### config.mk
export PLATFORM = sky130hd
export DESIGN_NAME = glyph_pixel_render
export DESIGN_NICKNAME = d
export VERILOG_FILES = /design/src/rtl/glyph_render_pkg.sv /design/src/rtl/glyph_bank.sv /design/src/rtl/palette_rom.sv /design/src/rtl/pixel_select.sv /design/src/rtl/glyph_pixel_render.sv
export SDC_FILE = /design/constraint.sdc
export NUM_CORES = 1
export LEC_CHECK = 0
export BUFFER_PORTS_ARGS = -buffer_cell sky130_fd_sc_hd__clkbuf_2
export CAP_MARGIN = 5
export CORE_AREA = 2 2 54 56
export CTS_CLUSTER_DIAMETER = 40
export DETAILED_ROUTE_END_ITERATION = 16
export DIE_AREA = 0 0 56 58
export PLACE_DENSITY = 0.81
export SLEW_MARGIN = 10
export SYNTH_ARGS = -nofsm -noshare
export SYNTH_HDL_FRONTEND = slang
export SYNTH_SLANG_ARGS = --single-unit
### constraint.sdc
create_clock -name clk -period 5 [get_ports clk]
set_clock_uncertainty 0.15 [all_clocks]
set_input_delay 0.25 -clock clk [delete_from_list [all_inputs] [get_ports clk]]
set_output_delay 0.25 -clock clk [all_outputs]
set_load 0.01 [all_outputs]
### src/rtl/glyph_render_pkg.sv
// Package: shared sizes and the computed ROM contents for the renderer.
// Assumes 8x8 cells and 6-bit BBGGRR colour throughout.
package glyph_render_pkg;

    localparam int CELL_DIM    = 8;
    localparam int ROW_W       = $clog2(CELL_DIM);
    localparam int CODE_W      = 8;
    localparam int COLOR_W     = 6;
    localparam int PAL_DEPTH   = 16;
    localparam int PAL_IDX_W   = $clog2(PAL_DEPTH);

    typedef logic [CELL_DIM-1:0] row_byte_t;
    typedef logic [COLOR_W-1:0]  color_t;

    // Built-in glyph row content: code XOR a row-dependent stripe.
    function automatic row_byte_t glyph_row(input logic [CODE_W-1:0] code,
                                            input logic [ROW_W-1:0]  row);
        return code ^ {row, row[1:0], row};
    endfunction

    // Palette contents, BBGGRR.
    function automatic color_t palette_entry(input logic [PAL_IDX_W-1:0] idx);
        color_t c;
        case (idx)
            4'd0:  c = 6'h00;
            4'd1:  c = 6'h3F;
            4'd2:  c = 6'h03;
            4'd3:  c = 6'h0C;
            4'd4:  c = 6'h30;
            4'd5:  c = 6'h0F;
            4'd6:  c = 6'h33;
            4'd7:  c = 6'h3C;
            4'd8:  c = 6'h15;
            4'd9:  c = 6'h2A;
            4'd10: c = 6'h01;
            4'd11: c = 6'h04;
            4'd12: c = 6'h10;
            4'd13: c = 6'h05;
            4'd14: c = 6'h14;
            default: c = 6'h11;
        endcase
        return c;
    endfunction

endpackage

### src/rtl/glyph_bank.sv
// Module: one bank of glyph rows, read synchronously.
// Assumes the local address is {code[5:0], row}; the bank number supplies
// the upper code bits when the content is computed.
module glyph_bank
    import glyph_render_pkg::*;
#(
    parameter int BANK_NUM   = 0,
    parameter int BANK_CODES = 64,
    localparam int LCODE_W   = $clog2(BANK_CODES),
    localparam int ADDR_W    = LCODE_W + ROW_W
) (
    input  logic              clk,
    input  logic              rst_n,
    input  logic [ADDR_W-1:0] addr,
    output row_byte_t         rdata
);

    logic [CODE_W-1:0] full_code;

    // Rebuild the full character code from bank number and local code.
    always_comb begin
        full_code = CODE_W'(BANK_NUM * BANK_CODES) | CODE_W'(addr[ADDR_W-1:ROW_W]);
    end

    // Registered ROM read.
    always_ff @(posedge clk) begin
        if (!rst_n) rdata <= '0;
        else        rdata <= glyph_row(full_code, addr[ROW_W-1:0]);
    end

endmodule

### src/rtl/palette_rom.sv
// Module: 16-entry colour palette with a registered read port.
// Assumes one instance per colour role so both lookups run in parallel.
module palette_rom
    import glyph_render_pkg::*;
(
    input  logic                 clk,
    input  logic                 rst_n,
    input  logic [PAL_IDX_W-1:0] idx,
    output color_t               color
);

    // Registered palette read.
    always_ff @(posedge clk) begin
        if (!rst_n) color <= '0;
        else        color <= palette_entry(idx);
    end

endmodule

### src/rtl/pixel_select.sv
// Module: second pipeline stage; picks the row byte of the addressed bank,
// selects the column bit (MSB = leftmost) and chooses the colour.
// Assumes every input is already one stage old and aligned with the ROM data.
module pixel_select
    import glyph_render_pkg::*;
#(
    parameter int NUM_BANKS = 3,
    localparam int BSEL_W   = 2
) (
    input  logic                           clk,
    input  logic                           rst_n,
    input  row_byte_t [NUM_BANKS-1:0]      bank_bytes,
    input  logic [BSEL_W-1:0]              bank_sel,
    input  logic                           code_ok,
    input  logic [ROW_W-1:0]               col,
    input  logic                           blank,
    input  color_t                         fg_color,
    input  color_t                         bg_color,
    output color_t                         pix
);

    row_byte_t row_byte;
    logic      bit_on;

    // Mux the addressed bank; out-of-range codes give an empty row.
    always_comb begin
        row_byte = '0;
        for (int b = 0; b < NUM_BANKS; b++) begin
            if (code_ok && (bank_sel == BSEL_W'(b))) row_byte = bank_bytes[b];
        end
        bit_on = row_byte[(CELL_DIM-1) - int'(col)];
    end

    // Output register with blanking override.
    always_ff @(posedge clk) begin
        if (!rst_n)      pix <= '0;
        else if (blank)  pix <= '0;
        else if (bit_on) pix <= fg_color;
        else             pix <= bg_color;
    end

endmodule

### src/rtl/glyph_pixel_render.sv
// Module: top of the character-cell renderer. Stage 1 reads the glyph
// banks and both palettes and delays the side information; stage 2
// picks the pixel. Latency is two clocks, with one pixel per clock.
// Assumes cell row and column are valid for an 8x8 cell.
module glyph_pixel_render
    import glyph_render_pkg::*;
#(
    parameter int NUM_BANKS  = 3,
    parameter int BANK_CODES = 64,
    localparam int LCODE_W   = $clog2(BANK_CODES),
    localparam int ADDR_W    = LCODE_W + ROW_W,
    localparam int CODE_LIM  = NUM_BANKS * BANK_CODES
) (
    input  logic                 clk,
    input  logic                 rst_n,
    input  logic [CODE_W-1:0]    char_code,
    input  logic [PAL_IDX_W-1:0] fg_idx,
    input  logic [PAL_IDX_W-1:0] bg_idx,
    input  logic [ROW_W-1:0]     cell_row,
    input  logic [ROW_W-1:0]     cell_col,
    input  logic                 blank_in,
    output logic [COLOR_W-1:0]   pix_color
);

    row_byte_t [NUM_BANKS-1:0] bank_bytes;
    color_t                    fg_q, bg_q;
    logic [1:0]                bsel_q;
    logic                      ok_q, blank_q;
    logic [ROW_W-1:0]          col_q;
    logic [ADDR_W-1:0]         local_addr;

    // Local bank address: low code bits then row.
    always_comb begin
        local_addr = {char_code[LCODE_W-1:0], cell_row};
    end

    // One glyph bank per 64-code range.
    for (genvar b = 0; b < NUM_BANKS; b++) begin : g_bank
        glyph_bank #(.BANK_NUM(b), .BANK_CODES(BANK_CODES)) u_bank (
            .clk   (clk),
            .rst_n (rst_n),
            .addr  (local_addr),
            .rdata (bank_bytes[b])
        );
    end

    palette_rom u_fg_pal (.clk(clk), .rst_n(rst_n), .idx(fg_idx), .color(fg_q));
    palette_rom u_bg_pal (.clk(clk), .rst_n(rst_n), .idx(bg_idx), .color(bg_q));

    // Delay bank select, code range, column and blank to match ROM latency.
    always_ff @(posedge clk) begin
        if (!rst_n) begin
            bsel_q  <= '0;
            ok_q    <= 1'b0;
            col_q   <= '0;
            blank_q <= 1'b0;
        end else begin
            bsel_q  <= char_code[CODE_W-1 -: 2];
            ok_q    <= (int'(char_code) < CODE_LIM);
            col_q   <= cell_col;
            blank_q <= blank_in;
        end
    end

    pixel_select #(.NUM_BANKS(NUM_BANKS)) u_sel (
        .clk        (clk),
        .rst_n      (rst_n),
        .bank_bytes (bank_bytes),
        .bank_sel   (bsel_q),
        .code_ok    (ok_q),
        .col        (col_q),
        .blank      (blank_q),
        .fg_color   (fg_q),
        .bg_color   (bg_q),
        .pix        (pix_color)
    );

    // a blanked pixel comes out black two edges later.
    a_r8_blank_black: assert property (@(posedge clk) disable iff (!rst_n)
        blank_in |-> ##2 (pix_color == '0));

    // codes past the last bank show only the background colour.
    a_r7_high_code_bg: assert property (@(posedge clk) disable iff (!rst_n)
        (!blank_in && int'(char_code) >= CODE_LIM)
        |-> ##2 (pix_color == palette_entry($past(bg_idx, 2))));

    // equal indices give that entry whatever the glyph bit is.
    a_r6_same_index: assert property (@(posedge clk) disable iff (!rst_n)
        (!blank_in && fg_idx == bg_idx)
        |-> ##2 (pix_color == palette_entry($past(fg_idx, 2))));

    // index 0 on both palettes is black.
    a_r5_entry0_black: assert property (@(posedge clk) disable iff (!rst_n)
        (fg_idx == '0 && bg_idx == '0) |-> ##2 (pix_color == 6'h00));

    // reset clears the output at the next edge.
    a_r10_reset_clear: assert property (@(posedge clk)
        !rst_n |=> (pix_color == '0));

endmodule

### Yosys cells after proc, flatten, opt, wreduce, memory -nomap -nowiden

Memories as Yosys holds them, arrays and structs flattened. A register that Yosys moved wholly into a read port is not among the register bits.
Cells that the tools add are included.

| word-level totals | value |
|---|---|
| logic and storage cells | 33 |
| memories kept | 2 |
| output and inout port bits | 6 |
| bits of input ports | 25 |
| ROM bits | 192 |
| register bits after elaboration | 37 |

| cells by class | value |
|---|---|
| add/sub/neg operators | 1 |
| $lt $le $gt $ge | 2 |
| mux-type cells | 7 |
| reduce and logical (&&, ||, !) cells | 7 |
| bitwise gates (word level) | 4 |
| equal/unequal tests | 2 |

Memories:

| name | depth | width | rd ports | clocked after Yosys merged registers in | wr ports | RTL line | text |
|---|---|---|---|---|---|---|---|
| (name not given) | 16 | 6 | 1 | 1 | 0 | glyph_render_pkg.sv:24 | `case (idx)` |
| (name not given) | 16 | 6 | 1 | 1 | 0 | glyph_render_pkg.sv:24 |  |

Operators with widths:

| cell | count |
|---|---|
| 32-bit by 5-bit less-than comparator with 1-bit output, second input constant | 1 |
| 8-bit 2-to-1 mux | 3 |
| 8-bit less-than comparator, second input constant | 1 |
| 6-bit by 8-bit bitwise XOR with 8-bit output | 1 |
| 7-bit by 8-bit bitwise XOR with 8-bit output | 1 |
| 8-bit bitwise XOR | 1 |
| 6-bit 2-to-1 mux | 1 |
| 3-bit by 3-bit subtractor with 4-bit output, first input constant | 1 |
| 1-bit binary-select mux with 3-bit select | 1 |
| 1-bit logical AND | 3 |
| 2-bit by 1-bit == test with 1-bit output, second input constant | 1 |
| 2-bit == test, second input constant | 1 |
| 1-bit logical NOT | 2 |
| 2-bit logical NOT | 1 |
| 1-bit 2-to-1 mux | 2 |
| 2-bit OR reduction | 1 |
| 1-bit NOT | 1 |

### Depth between registers and ports, before layout

Gate-level depths: netlist of the first run.

| depth | value |
|---|---|
| depth after elaboration | 9 |
| gate-level depth with buffers | 6 |
| mapped depth without buffers | 6 |

### By module

Synthesis of the first run repeated with hierarchy kept, for this count alone.

| unflattened totals | value |
|---|---|
| cells, all modules | 191 |
| area, all modules | 2104.5 um2 |

By module, submodules not included:

| module | seq. area each (um2) | cells each | times used | area each (um2) |
|---|---|---|---|---|
| glyph_bank | 160.2 | 22 | 3 | 262.8 |
| pixel_select | 120.1 | 49 | 1 | 514.2 |
| palette_rom at u_bg_pal | 120.1 | 33 | 1 | 316.6 |
| palette_rom at u_fg_pal | 120.1 | 29 | 1 | 296.5 |
| glyph_pixel_render | 140.1 | 14 | 1 | 188.9 |

### Worst setup path after synthesis of the first run

No wires, ideal clock.

| timing | value |
|---|---|
| path kind | register -> register |
| start point | register col_q[0] |
| end point | register u_sel.pix[0] |
| clock period less this slack | 1.621 ns |
| data arrival time | 1.351 ns |
| path slack | 3.379 ns |
| setup time | 0.120 ns |
| buffers on the path | 1 |
| data required time | 4.730 ns |
| cell stages (with the launch flop) | 7 |
| cells stage by stage | dfxtp_1 -> or3_1 -> a211oi_2 -> and4b_1 -> buf_6 -> nand3_1 -> a21boi_1 |

| on the way | value |
|---|---|
| cells in the longest elaborated chain, start to end | 5 |

RTL lines:

| item | RTL line | text |
|---|---|---|
| start: declaration | glyph_pixel_render.sv:29 | `logic [ROW_W-1:0] col_q;` |
| start signal: assignment | glyph_pixel_render.sv:60 | `col_q <= cell_col;` |
| 3-bit by 3-bit subtractor with 4-bit output | pixel_select.sv:31 | `bit_on = row_byte[(CELL_DIM-1) - int'(col)];` |
| 1-bit binary-select mux with 3-bit select | pixel_select.sv:31 |  |
| 1-bit 2-to-1 mux (implied by the code) (2 in series) | pixel_select.sv:31 |  |
| 6-bit 2-to-1 mux | pixel_select.sv:38 | `else if (bit_on) pix <= fg_color;` |
| end signal: assignment | pixel_select.sv:38 |  |
| end signal: assignment | pixel_select.sv:39 | `else pix <= bg_color;` |
| end: declaration | pixel_select.sv:19 | `output color_t pix` |

No other way between the ends. The select of a mux whose other input is x is not followed.
A chain may end at the register's enable or synchronous reset.

### Final worst setup path of the first run

| timing | value |
|---|---|
| start point | register col_q[0] |
| end point | register u_sel.pix[3] |

The elaborated chain is that of the path after synthesis.

==> results.sh, run 1 <==
export IMPL_outcome="complete, no violations"
export IMPL_nNetsFinal=217
export IMPL_portBuffers=30
export IMPL_gp_congestion=0.849
export IMPL_cts_tree="done"
export IMPL_antenna_cells=0
export IMPL_cts_buffer_depth=2
export IMPL_dpl_cell_area_um2=1630
export IMPL_finalSetupViolations=0
export IMPL_num_vias=1119
export IMPL_ir_drop_mv=0.205
export IMPL_totalWireLength_mm=2.55
export IMPL_grt_pass1_vias=1035
export IMPL_dp_hpwl_mm=1.89
export IMPL_min_to="g_bank[0].u_bank.rdata[5]"
export IMPL_drv_slew=0
export IMPL_routedWlPerCell_um=11.6
export IMPL_num_rows=19
export IMPL_cts_sinks=35
export IMPL_ioPinCount=31
export IMPL_grt_use_total_pct=17.4
export IMPL_area_delta_synth_final_pct=20.9
export IMPL_power_density_nw_per_um2=296
export IMPL_synth_cell_type_count=32
export IMPL_worst_path_max_fanout=6
export IMPL_finalNonFillerCells=220
export IMPL_die_area_um2=3250
export IMPL_final_hold_viol_count=0
export IMPL_switching_share_pct=26.0
export IMPL_final_layout_size_suffix_gt1_share_pct=22.2
export IMPL_drc=0
export IMPL_p_leak_nw=0.752
export IMPL_hold_path_class="in2reg"
export IMPL_h_tree_depth=2
export IMPL_grt_pass1_wl_mm=4.31
export IMPL_clkPwrFrac_pct=28.4
export IMPL_path_clk_slew_ns=0.11
export IMPL_slew_headroom_pct=70.8
export IMPL_dpl_cell_count=203
export IMPL_syn_area_um2=1470
export IMPL_clk_latency_ns=0.34
export IMPL_rsz0062_at_grt="no"
export IMPL_p_int_uw=388
export IMPL_stdcell_area_um2=1770
export IMPL_cp_end_kind="flop"
export IMPL_whs_path_depth=3
export IMPL_rrSetupSlack_ns=3.30
export IMPL_fmax_mhz=588
export IMPL_dr_first_iter_drc_count=22
export IMPL_whs_ns=0.0766
export IMPL_rr_startpoint="col_q[0]"
export IMPL_synth_area_per_cell_um2=9.91
export IMPL_synth_cells=148
export IMPL_via_per_inst=5.09
export IMPL_synth_edf_count=0
export IMPL_ys_warn_count=0
export IMPL_dpl_worst_slack_ns=3.33
export IMPL_power_uw=524
export IMPL_cts_made_buffers=5
export IMPL_die_h_um=58
export IMPL_async_reset_ff_share_pct=0
export IMPL_critPathLaunch="col_q[0]"
export IMPL_seq_area_frac_synth_pct=47.8
export IMPL_grt_max_degree=31
export IMPL_r2r_end="u_sel.pix[3]"
export IMPL_cp_arrival_ns=1.79
export IMPL_final_util_pct=66.6
export IMPL_ant_nets=0
export IMPL_holdCritStartpoint="char_code[5]"
export IMPL_max_cap_violations=0
export IMPL_reg2regPathDepth=5
export IMPL_worst_slack_ns=3.30
export IMPL_cts_resized=0
export IMPL_fin_tns_setup_ns=0
export IMPL_period_share_pct=34.0
export IMPL_syn_num_nets=177
export IMPL_root_buffer="clkbuf_4"
export IMPL_worst_setup_path_type="reg2reg"
export IMPL_switchingPower_uw=136
export IMPL_finalWorstPathRequiredPeriod_ns=1.70
export IMPL_die_x_um=56
export IMPL_p_seq_share_pct=58.1
export IMPL_tightestPinTransition_ns=0.438
export IMPL_antenna_found_initial=0
export IMPL_required_ns=5.09
export IMPL_drtPass1Iterations=4
export IMPL_critPathLaunchType="flop"
export IMPL_core_um2=2660
export IMPL_ys_ff_latch=35
export IMPL_grt_ovfl_total=0
export IMPL_power_frac_comb_pct=13.6
export IMPL_synth_flop_cell="dfxtp_1"
export IMPL_initial_core_util_pct=55.1
-- cell families after synthesis --
group | synth area share [%]
AOI/OAI and AO/OA | 14.2
xor gates and xnor gates | 5.97
DFF | 47.8
buffers and inverters | 2.56
muxes | 2.05
and+or+nand+nor | 24.1
adders and majority gates | 3.41
-- sequential cells by signal, summed over array words and instances, names as in the netlist --
register / count
col_q: 3
u_fg_pal.color: 6
u_bg_pal.color: 6
u_sel.pix: 6
g_bank.u_bank.rdata: 10
ok_q: 1
blank_q: 1
bsel_q: 2
-- cells in the mapped netlist, types with 5 or more instances --
cell	count	share of area (%)
dfxtp_1	35	48
and2_1	16	6.8
nor2b_1	9	3.8
o21ai_0	9	3.1
xor2_1	8	4.8
nand2_1	7	1.8
nand3_1	7	2.4
a21boi_0	6	3.1
a21boi_1	6	3.1
clkbuf_1	5	1.3
-- what timing repair did --
item,CTS,global route
endpoints found under the hold margin,9,0
hold buffers,9,0
setup buffers,0,0
-- cell type report --
cell class | instances | area, µm²
Fill cell | 225 | 890
Multi-Input combinational cell | 105 | 728
Sequential cell | 35 | 701
Timing Repair Buffer | 39 | 240
Tap cell | 31 | 38.8
Clock buffer | 5 | 37.5
Clock inverter | 3 | 20.0
Inverter | 2 | 7.51
-- worst max-delay path, stage by stage, from the launching register on --
cell and delay [ns]:
dfxtp_1 0.37, or3_1 0.39, a211oi_2 0.22, and4b_1 0.28, nand3_1 0.12, a21boi_1 0.07
-- placed cells by master (no fill, tap or decap), types with 3 or more instances in the layout --
cell type,count
a21boi_0,6
a21boi_1,6
a21oi_1,3
and2_1,16
clkbuf_2,30
clkbuf_4,5
dfxtp_1,35
dlygate4sd3_1,9
ha_1,4
mux2i_1,3
nand2_1,7
nand3_1,7
nand3b_1,4
nor2_1,4
nor2b_1,9
o21ai_0,9
xor2_1,8
-- worst max-delay path by stage --
| stage | end | slack (ns) | cells past startpoint |
|---|---|---|---|
| 3_5_place_dp | u_sel.pix[0] | 3.33 | 5 |
| 2_1_floorplan | u_sel.pix[0] | 3.38 | 6 |
| 4_1_cts | u_sel.pix[3] | 3.31 | 5 |
| 5_1_grt | u_sel.pix[2] | 3.21 | 5 |
| 6_report | u_sel.pix[3] | 3.30 | 5 |
| 3_3_place_gp | u_sel.pix[1] | 3.38 | 5 |
-- layer usage --
layer,part of all wire [%],GRT usage [%],vias up
met3,4.5,6.25,5
met5,0,0,-
met2,47,28.6,18
met1,46,21.0,508
li1,-,-,588
met4,1.8,7.14,0
-- power groups by stage --
stage / Clock [mW] / Combinational (mW) / Sequential [mW]
global route: 0.163 / 0.0800 / 0.306
finish: 0.149 / 0.0711 / 0.305
global placement: 0 / 0.0628 / 0.310
CTS: 0.151 / 0.0712 / 0.305
detailed placement: 0 / 0.0653 / 0.311
floorplan: 0 / 0.0441 / 0.309
(Power assumes the default switching activity.)
==> inputs of run 2 (changes only) <==
--- a/config.mk
+++ b/config.mk
@@ -5,13 +5,14 @@
 export SDC_FILE = /design/constraint.sdc
 export NUM_CORES = 1
 export LEC_CHECK = 0
+export ABC_AREA = 1
 export BUFFER_PORTS_ARGS = -buffer_cell sky130_fd_sc_hd__clkbuf_2
 export CAP_MARGIN = 5
-export CORE_AREA = 2 2 54 56
+export CORE_AREA = 2 2 56 58
 export CTS_CLUSTER_DIAMETER = 40
 export DETAILED_ROUTE_END_ITERATION = 16
-export DIE_AREA = 0 0 56 58
-export PLACE_DENSITY = 0.81
+export DIE_AREA = 0 0 58 60
+export PLACE_DENSITY = 0.74
 export SLEW_MARGIN = 10
 export SYNTH_ARGS = -nofsm -noshare
 export SYNTH_HDL_FRONTEND = slang
==> constraint.sdc (replaced) <==
create_clock -name clk -period 1.6 [get_ports clk]
set_clock_uncertainty 0.15 [all_clocks]
set_input_delay 0.08 -clock clk [delete_from_list [all_inputs] [get_ports clk]]
set_output_delay 0.08 -clock clk [all_outputs]
set_load 0.01 [all_outputs]
==> run 2 against run 1 <==
Compared with the run above: wire length grew 13%; clock power rose to 3.5 times the previous value; final cell count increased by 25%; critical path type is now in2reg; highest routed layer unchanged.
==> results.sh, run 2 <==
export IMPL_synth_area_per_cell_um2=8.22
export IMPL_grt_pass1_wl_mm=4.86
export IMPL_async_reset_ff_share_pct=0
export IMPL_antenna_found_initial=0
export IMPL_gp_congestion=0.769
export IMPL_syn_num_nets=202
export IMPL_final_hold_viol_count=0
export IMPL_tightestPinTransition_ns=0.497
export IMPL_synth_top_area_share_pct=49.3
export IMPL_rrSetupSlack_ns=0.12
export IMPL_num_rows=20
export IMPL_worst_setup_path_type="in2reg"
export IMPL_max_cap_violations=0
export IMPL_seq_area_frac_synth_pct=49.3
export IMPL_cts_buffer_depth=2
export IMPL_post_synth_most_frequent_cells="dfxtp_1 (35), nand2_1 (33), a21oi_1 (20), inv_1 (20), nor2_1 (14)"
export IMPL_final_layout_size_suffix_gt1_share_pct=22.3
export IMPL_final_util_pct=69.3
export IMPL_crit_chain="dlygate4sd3_1 > clkbuf_2 > xor2_1 > nand2_1 > dlygate4sd3_1 > a21oi_1"
export IMPL_synth_top_cell_by_area="dfxtp_1"
export IMPL_hold_path_class="in2reg"
export IMPL_clk_latency_ns=0.34
export IMPL_synth_cell_type_count=22
export IMPL_finalWorstPathRequiredPeriod_ns=1.54
export IMPL_die_h_um=60
export IMPL_ioPinCount=31
export IMPL_yosysMostFrequentCell="dfxtp_1"
export IMPL_dr_first_iter_drc_count=39
export IMPL_cpLargestDelayFamily="buffers and inverters"
export IMPL_antenna_cells=0
export IMPL_ys_warn_count=0
export IMPL_mostFrequentLayoutCells="nand2_1 (33), dfxtp_1 (33), dlygate4sd3_1 (33)"
export IMPL_totalWireLength_mm=2.88
export IMPL_reg2regPathDepth=8
export IMPL_grt_ovfl_total=0
export IMPL_drv_slew=0
export IMPL_root_buffer="clkbuf_4"
export IMPL_grt_use_total_pct=18.9
export IMPL_cp_end_kind="flop"
export IMPL_drc=0
export IMPL_rsz0062_at_grt="no"
export IMPL_nNetsFinal=270
export IMPL_synth_edf_count=0
export IMPL_required_ns=1.71
export IMPL_die_x_um=58
export IMPL_worst_path_max_fanout=4
export IMPL_die_area_um2=3480
export IMPL_ys_ff_latch=35
export IMPL_drtPass1Iterations=4
export IMPL_num_vias=1275
export IMPL_crit_path_top_delay_cell="dlygate4sd3_1"
export IMPL_power_density_nw_per_um2=895
export IMPL_outcome="complete, no violations"
export IMPL_routedWlPerCell_um=10.5
export IMPL_period_share_pct=96.1
export IMPL_area_delta_synth_final_pct=41.4
export IMPL_critPathLaunchType="input port"
export IMPL_cts_made_buffers=5
export IMPL_cp_num_buf_inv=3
export IMPL_whs_path_depth=5
export IMPL_largest_reg_flops=10
export IMPL_portBuffers=30
export IMPL_cpMostUsedCell="dlygate4sd3_1"
export IMPL_slew_headroom_pct=66.8
export IMPL_r2r_end="u_sel.pix[3]"
export IMPL_cp_arrival_ns=1.65
export IMPL_via_per_inst=4.64
export IMPL_synth_flop_cell="dfxtp_1"
export IMPL_fin_tns_setup_ns=0
export IMPL_core_um2=2900
export IMPL_ys_top_cells_by_area="dfxtp_1 (49%), nand2_1 (8.7%), a21oi_1 (7.0%)"
export IMPL_cts_tree="done"
export IMPL_finalSetupViolations=0
export IMPL_grt_max_degree=16
export IMPL_grt_pass1_vias=1165
export IMPL_path_clk_slew_ns=0.09
export IMPL_top_register="g_bank.u_bank.rdata"
export IMPL_p_leak_nw=0.955
export IMPL_cts_sinks=35
export IMPL_h_tree_depth=2
export IMPL_holdCritStartpoint="bg_idx[1]"
export IMPL_min_to="u_bg_pal.color[4]"
export IMPL_power_mw=1.80
export IMPL_syn_area_um2=1420
export IMPL_rr_startpoint="bsel_q[0]"
export IMPL_critPathMaxStageDelay_ns=0.55
export IMPL_synth_cells=173
export IMPL_ir_drop_mv=0.658
export IMPL_initial_core_util_pct=49.0
export IMPL_dp_hpwl_mm=1.71
export IMPL_fmax_mhz=650
export IMPL_cts_setup_buffers=0
export IMPL_ant_nets=0
run 2: metal layers:
| layer | track usage, % | part of all wire [%] | up-vias |
|---|---|---|---|
| li1 | - | - | 681 |
| met1 | 22.7 | 47 | 553 |
| met2 | 31.8 | 46 | 35 |
| met3 | 5.84 | 5.1 | 6 |
| met4 | 6.98 | 1.9 | 0 |
| met5 | 0 | 0 | - |
run 2: logic make-up after synthesis:
group	Yosys count	share of synthesized area [%]
xor gates and xnor gates	10	6.16
and+or+nand+nor	70	22.7
buffers and inverters	26	8.00
adders and majority gates	4	3.52
DFF	35	49.3
AOI/OAI and AO/OA	28	10.4
run 2: report_power, final:
| group | internal, mW | leakage, nW | switching (mW) | total (mW) |
|---|---|---|---|---|
| Sequential | 0.930 | 0.291 | 0.0229 | 0.952 |
| Combinational | 0.169 | 0.626 | 0.152 | 0.321 |
| Clock | 0.258 | 0.0386 | 0.268 | 0.526 |
run 2: how the worst max path moves through the flow:
stage | cells after the start | start | to
after floorplan | 8 | col_q[0] | u_sel.pix[0]
after global placement | 9 | col_q[0] | u_sel.pix[3]
after detailed placement | 9 | col_q[0] | u_sel.pix[3]
after CTS | 9 | col_q[0] | u_sel.pix[3]
after global routing | 6 | fg_idx[2] | u_fg_pal.color[2]
final | 6 | fg_idx[2] | u_fg_pal.color[2]
run 2: timing repair:
item,CTS,global route
hold buffers,33,0
hold endpoints to repair,29,0
endpoints found under the setup margin,0,5
resized for setup,0,4
run 2: layout make-up:
class	instances	area [µm²]
Tap cell	33	41.3
Clock buffer	8	68.8
Multi-Input combinational cell	112	617
Timing Repair Buffer	66	503
Inverter	21	78.8
Sequential cell	35	703
Fill cell	224	891
run 2: worst reg2reg max path: stages (launching register included):
cell and delay, ns:
dfxtp_1 0.39, inv_1 0.08, o21ai_0 0.27, a31oi_2 0.06, buf_4 0.18, nand2_1 0.10, nand2_1 0.05, nand2_1 0.05
nor2_1 0.04
run 2: stage by stage:
step | instances | instance area (µm²) | hold WS [ns] | setup WS (ns)
finish | 275 | 2010 | 0.0269 | 0.0624
global route | 275 | 2010 | 0.0555 | 0.00964
CTS | 275 | 2000 | 0.00614 | 0.0814
detailed placement | 234 | 1600 | 0.116 | 0.114
global placement | 234 | 1600 | 0.113 | 0.129
floorplan | 173 | 1420 | 0.00238 | 0.262
